`src/rtl/lpseq_pkg.sv`:
```
package lpseq_pkg;

  typedef enum logic [2:0] {
    ST_IDLE    = 3'd0,
    ST_STOPPED = 3'd1,
    ST_TRAN    = 3'd2,
    ST_STAB    = 3'd3,
    ST_CONV    = 3'd4,
    ST_DONE    = 3'd5,
    ST_WAKE    = 3'd6
  } seqState_t;

  localparam logic [1:0] TMODE_HW_WAIT = 2'd2;

  typedef enum logic [1:0] {
    SEL_TRAN = 2'd0,
    SEL_STAB = 2'd1,
    SEL_CONV = 2'd2
  } cntSel_t;

  typedef struct packed {
    logic    loadCnt;
    cntSel_t cntSel;
    logic    startConv;
    logic    setErr;
    logic    setOvr;
    logic    clrFlags;
  } seqStrobe_t;

endpackage

```
`src/rtl/lpseq_datapath.sv`:
```
module lpseq_datapath
  import lpseq_pkg::*;
#(
  parameter int CNT_W = 8
) (
  input  logic             clk,
  input  logic             rstN,
  input  seqStrobe_t       strb,
  input  logic             clkIsHsOsc,
  input  logic [1:0]       trigMode,
  input  logic             seqConv,
  input  logic [CNT_W-1:0] tranCycles,
  input  logic [CNT_W-1:0] stabCycles,
  input  logic [CNT_W-1:0] convCycles,
  output logic             legalCfg,
  output logic             cntLast,
  output logic             convStart,
  output logic             cfgErr,
  output logic             overrun
);

  localparam logic [CNT_W-1:0] ONE = CNT_W'(1);

  logic [CNT_W-1:0] cnt;
  logic [CNT_W-1:0] rawLen;
  logic [CNT_W-1:0] loadLen;

  assign legalCfg = clkIsHsOsc && (trigMode == TMODE_HW_WAIT) && !seqConv;

  always_comb begin
    unique case (strb.cntSel)
      SEL_STAB: rawLen = stabCycles;
      SEL_CONV: rawLen = convCycles;
      default:  rawLen = tranCycles;
    endcase
    loadLen = (rawLen == '0) ? ONE : rawLen;
  end

  always_ff @(posedge clk or negedge rstN) begin
    if (!rstN) begin
      cnt <= '0;
    end else if (strb.loadCnt) begin
      cnt <= loadLen;
    end else if (cnt != '0) begin
      cnt <= cnt - ONE;
    end
  end

  assign cntLast = (cnt == ONE);

  always_ff @(posedge clk or negedge rstN) begin
    if (!rstN) begin
      convStart <= 1'b0;
      cfgErr    <= 1'b0;
      overrun   <= 1'b0;
    end else begin
      convStart <= strb.startConv;
      if (strb.setErr)        cfgErr <= 1'b1;
      else if (strb.clrFlags) cfgErr <= 1'b0;
      if (strb.setOvr)        overrun <= 1'b1;
      else if (strb.clrFlags) overrun <= 1'b0;
    end
  end

  // a loaded phase length is never zero
  p_load_nonzero_r7: assert property (@(posedge clk) disable iff (!rstN)
    strb.loadCnt |=> (cnt != '0));

endmodule

```
`src/rtl/lpseq_control.sv`:
```
module lpseq_control
  import lpseq_pkg::*;
(
  input  logic       clk,
  input  logic       rstN,
  input  logic       stopMode,
  input  logic       snoozeEn,
  input  logic       hwTrig,
  input  logic       irqIn,
  input  logic       legalCfg,
  input  logic       cntLast,
  output seqStrobe_t strb,
  output seqState_t  curState
);

  seqState_t nxtState;
  logic      busy;

  assign busy = (curState == ST_TRAN) || (curState == ST_STAB) ||
                (curState == ST_CONV) || (curState == ST_DONE);

  always_comb begin
    nxtState  = curState;
    strb      = '0;
    strb.cntSel   = SEL_TRAN;
    strb.clrFlags = !stopMode;
    strb.setOvr   = busy && hwTrig;
    unique case (curState)
      ST_IDLE: begin
        if (stopMode && snoozeEn) begin
          if (legalCfg) nxtState = ST_STOPPED;
          else          strb.setErr = 1'b1;
        end
      end
      ST_STOPPED: begin
        if (!stopMode) begin
          nxtState = ST_IDLE;
        end else if (hwTrig) begin
          nxtState     = ST_TRAN;
          strb.loadCnt = 1'b1;
          strb.cntSel  = SEL_TRAN;
        end
      end
      ST_TRAN: begin
        if (cntLast) begin
          nxtState     = ST_STAB;
          strb.loadCnt = 1'b1;
          strb.cntSel  = SEL_STAB;
        end
      end
      ST_STAB: begin
        if (cntLast) begin
          nxtState       = ST_CONV;
          strb.loadCnt   = 1'b1;
          strb.cntSel    = SEL_CONV;
          strb.startConv = 1'b1;
        end
      end
      ST_CONV: begin
        if (cntLast) nxtState = ST_DONE;
      end
      ST_DONE: begin
        nxtState = irqIn ? ST_WAKE : ST_STOPPED;
      end
      ST_WAKE: begin
        if (!stopMode) nxtState = ST_IDLE;
      end
      default: nxtState = ST_IDLE;
    endcase
  end

  always_ff @(posedge clk or negedge rstN) begin
    if (!rstN) curState <= ST_IDLE;
    else       curState <= nxtState;
  end

  // the completion phase lasts a single cycle
  p_done_single_r6: assert property (@(posedge clk) disable iff (!rstN)
    (curState == ST_DONE) |=> (curState != ST_DONE));

endmodule

```
`src/rtl/lpseq_top.sv`:
```
module lpseq_top
  import lpseq_pkg::*;
#(
  parameter int CNT_W = 8
) (
  input  logic             clk,
  input  logic             rstN,
  input  logic             stopMode,
  input  logic             hwTrig,
  input  logic             clkIsHsOsc,
  input  logic [1:0]       trigMode,
  input  logic             seqConv,
  input  logic             snoozeEn,
  input  logic             irqIn,
  input  logic [CNT_W-1:0] tranCycles,
  input  logic [CNT_W-1:0] stabCycles,
  input  logic [CNT_W-1:0] convCycles,
  output logic [2:0]       state,
  output logic             convStart,
  output logic             anaPowerOn,
  output logic             doneStrobe,
  output logic             wakeReq,
  output logic             cfgErr,
  output logic             overrun
);

  seqStrobe_t strb;
  seqState_t  curState;
  logic       legalCfg;
  logic       cntLast;

  lpseq_control u_ctrl (
    .clk      (clk),
    .rstN     (rstN),
    .stopMode (stopMode),
    .snoozeEn (snoozeEn),
    .hwTrig   (hwTrig),
    .irqIn    (irqIn),
    .legalCfg (legalCfg),
    .cntLast  (cntLast),
    .strb     (strb),
    .curState (curState)
  );

  lpseq_datapath #(.CNT_W(CNT_W)) u_dp (
    .clk        (clk),
    .rstN       (rstN),
    .strb       (strb),
    .clkIsHsOsc (clkIsHsOsc),
    .trigMode   (trigMode),
    .seqConv    (seqConv),
    .tranCycles (tranCycles),
    .stabCycles (stabCycles),
    .convCycles (convCycles),
    .legalCfg   (legalCfg),
    .cntLast    (cntLast),
    .convStart  (convStart),
    .cfgErr     (cfgErr),
    .overrun    (overrun)
  );

  assign state      = curState;
  assign anaPowerOn = (curState == ST_STAB) || (curState == ST_CONV);
  assign doneStrobe = (curState == ST_DONE);
  assign wakeReq    = (curState == ST_WAKE);

  // R3 (also covers R4, R5): an illegal setup keeps the block idle and flags it
  p_illegal_blocks_r3: assert property (@(posedge clk) disable iff (!rstN)
    (curState == ST_IDLE && stopMode && snoozeEn && !legalCfg)
      |=> (curState == ST_IDLE && cfgErr));

  // a trigger during a running sequence latches overrun
  p_busy_trig_ovr_r10: assert property (@(posedge clk) disable iff (!rstN)
    ((curState == ST_TRAN || curState == ST_STAB || curState == ST_CONV ||
      curState == ST_DONE) && hwTrig) |=> overrun);

  // interrupt at completion wakes the processor
  p_done_wake_r8: assert property (@(posedge clk) disable iff (!rstN)
    (doneStrobe && irqIn) |=> wakeReq);

  // start strobe is a single pulse with analog power on
  p_start_pulse_r6: assert property (@(posedge clk) disable iff (!rstN)
    convStart |=> !convStart);
  p_start_power_r6: assert property (@(posedge clk) disable iff (!rstN)
    convStart |-> anaPowerOn);

endmodule

```
`config.mk`:
```
export PLATFORM = sky130hd
export DESIGN_NAME = lpseq_top
export DESIGN_NICKNAME = d
export VERILOG_FILES = /design/src/rtl/lpseq_pkg.sv /design/src/rtl/lpseq_datapath.sv /design/src/rtl/lpseq_control.sv /design/src/rtl/lpseq_top.sv
export SDC_FILE = /design/constraint.sdc
export NUM_CORES = 1
export LEC_CHECK = 0
export ABC_AREA = 1
export BUFFER_PORTS_ARGS = -buffer_cell sky130_fd_sc_hd__buf_2
export CAP_MARGIN = 20
export CORE_MARGIN = 2
export CORE_UTILIZATION = 50
export DETAILED_ROUTE_END_ITERATION = 6
export HOLD_SLACK_MARGIN = 0.1
export PLACE_DENSITY = 0.85
export SKIP_CTS_REPAIR_TIMING = 1
export SYNTH_ARGS = -nofsm -noshare
export SYNTH_HDL_FRONTEND = slang
export SYNTH_SLANG_ARGS = --single-unit
```
`constraint.sdc`:
```
create_clock -name clk -period 2.6 [get_ports clk]
set_input_delay 0.26 -clock clk [delete_from_list [all_inputs] [get_ports clk]]
set_output_delay 0.26 -clock clk [all_outputs]
set_load 0.05 [all_outputs]
```
==> results.md <==
* Outcome: finished clean
* Setup violations, final at 0
* Routed wire length per instance at 11.1 microns
* Remaining Overflow, GRT at 0
* Hold Path Class: in2reg
* CP max stage delay at 0.40 ns
* CTS Buf Count at 3
* Synth Warn # at 0
* Initial antenna violation count at 0
* Post-synthesis cell area at 1280 sq um
* Total Power at 0.00142 W
* Starting DRT DRC Count at 38
* Crit. End Element: flip-flop
* Final clock skew at 0.00614 ns
* Detailed Routing Iterations Pass 1 at 5
* Crit path max-delay cell type: dfrtp_1
* Final instance area at 1540 sq um
* Synth Flop Type: dfrtp_1
* Gpl congestion at 0.922
* Hold slack at 0.238 ns
* Number of max-cap violations at 0
* Detailed placement HPWL at 2440 microns
* IO Port Bufs at 42
* Leading cell type in the layout, fill and taps excluded: nand2_1
* Critical path, cell by cell: inv_1, ha_1, nand2_1, nor2_4, nand2_1, nor2_1, inv_1, ha_1, inv_2, or2_2, nand2_1, nand2_1, nor2_1, nand2_1, nand2_1, nand2_1, nand2_1
* Synthesized flop and latch total at 14
* Syn_nets at 233
* Most frequent cells in the layout: nand2_1 (61), buf_2 (42), nand3_1 (26)
* Worst VDD drop at 0.561 mV
* Worst path required time at 2.82 ns
* Htree depth at 1
* Cell count after synthesis at 192
* Final ANT Viol Nets at 0
* Via density at 5.33
* Overall die width at 54.5 microns
* Worst Tran Pin Value at 0.388 ns
* Critical path arrival at 2.58 ns
* Initial Util at 0.520
* Fillcell total at 266
* Clk root buf: clkbuf_4
* Worst-path clk slew at 0.09 ns
* Io pins at 43
* Highest clock rate at 0.425 GHz
* First-pass GRT wire length at 4950 microns
* CP delay by family, top: simple AND/OR/NAND/NOR gates
* CP Class: reg2reg
* Fin util at 0.626
* DP Area at 1500 sq um
* Tmin final at 2.35 ns
* Setup_tns at 0 ns
* CP bufs+invs at 3
* Maximum clock path buffer count at 2
* Clk_lat worst skew at 0.28 ns
* TritonCTS clock tree: yes
* Post-route DRC at 0
* Post-synth ARST share at 1.00
* Crit Path Max Fanout at 15
* Drt total wl at 2940 microns
* Most numerous cell on the critical path: nand2_1
* Critical Path Source Type: flip-flop
* Mean post-synth cell area at 6.65 sq um
* Final net count at 277
* Largest net degree at the start of global routing at 16
* RSZ-0062 raised after global routing: no
* Clock sink count at 14
* # rows at 18
* Final hold vios at 0
* Leak at 0.816 nW
* Post-synth EDFFs at 0
* Via Count at 1407
* Slew HR at 0.739
* Yosys cell types at 27
* Max Transition Viols Final at 0
* Die Footprint at 2970 sq um
* Chip height at 54.5 microns
* ANT cells at 0
* Fin crit share at 0.905
* PwrDens at 921 nW/um^2
* Sequential-to-total area share from yosys stat at 0.275
* Share of layout cells above drive strength 1 at 0.282
* Vias in the first global route at 1237
* Core Area at 2450 sq um
* Gr usage total at 0.225
* Area growth syn-to-layout at 20.5%
==> state kept, by name (all words and copies together), names as in the netlist <==
register,cells
u_dp.cnt,8
u_ctrl.curState,3
u_dp.cfgErr,1
u_dp.overrun,1
u_dp.convStart,1
==> area by class of cell <==
cell class / count / area (sq um) / share of cell area
flip-flops and latches: 14 / 350 / 0.228
inverters: 18 / 67.6 / 0.0439
well taps: 30 / 37.5 / 0.0244
repair buffers: 45 / 235 / 0.153
multi-input cells: 154 / 825 / 0.536
clock buffers: 3 / 22.5 / 0.0146
==> path summary, 6_finish.rpt <==
| path | start | end | slack [ns] | cells after the start |
|---|---|---|---|---|
| min in group asynchronous | rstN | u_dp.cnt[4] | 0.39 | 2 |
| max in group asynchronous | rstN | u_dp.cnt[2] | 1.96 | 2 |
| hold / removal | snoozeEn | u_dp.cfgErr | 0.24 | 3 |
| setup reg to reg | u_dp.cnt[1] | u_dp.cnt[0] | 0.25 | 17 |
| setup / recovery | u_dp.cnt[1] | u_dp.cnt[0] | 0.25 | 17 |
| hold reg to reg | u_dp.overrun | u_dp.overrun | 0.49 | 2 |
==> Yosys cell counts, types with 3 or more instances <==
master	number	share of area
o21ai_0	5	0.020
nand2_1	61	0.18
xor2_1	3	0.021
nand4_1	8	0.039
xnor2_1	3	0.021
dfrtp_1	14	0.27
nand3_1	26	0.10
nor3_1	5	0.020
ha_1	7	0.069
or2_2	7	0.034
inv_1	16	0.047
nor2_1	15	0.044
==> worst reg2reg max path, delay by kind of cell, from the launching register on <==
kind | cells | cell delay, ns
simple gates | 12 | 1.20
fa+ha+maj | 2 | 0.44
flops | 1 | 0.40
buf+inv | 3 | 0.26
==> through the flow <==
step,worst slack (ns),cells
3_3_place_gp,0.264,260
3_5_place_dp,0.202,260
4_1_cts,0.181,263
2_1_floorplan,0.0701,192
5_1_grt,0.0564,264
6_report,0.246,264
==> per-layer routing <==
layer,share of wire,wire (microns),up-vias,track usage
met5,0,0,-,0
met3,0.071,210,7,0.0383
met1,0.44,1310,632,0.291
li1,-,-,705,-
met2,0.46,1360,63,0.373
met4,0.020,58,0,0.0833
==> logic make-up after synthesis <==
kind of cell | Yosys count | share of synthesized area
xor gates and xnor gates | 6 | 0.0412
DFF | 14 | 0.275
buffers and inverters | 24 | 0.0833
and+or+nand+nor | 129 | 0.474
adders and majority gates | 7 | 0.0686
AOI/OAI and AO/OA | 12 | 0.0588
==> power by group <==
group / leakage [nW] / switching (W) / total [W] / internal (W)
logic: 0.627 / 0.000575 / 0.000880 / 0.000305
registers: 0.176 / 0.0000961 / 0.000410 / 0.000314
clock network: 0.0138 / 0.0000730 / 0.000127 / 0.0000538
Power figures use the tool's default switching activity.
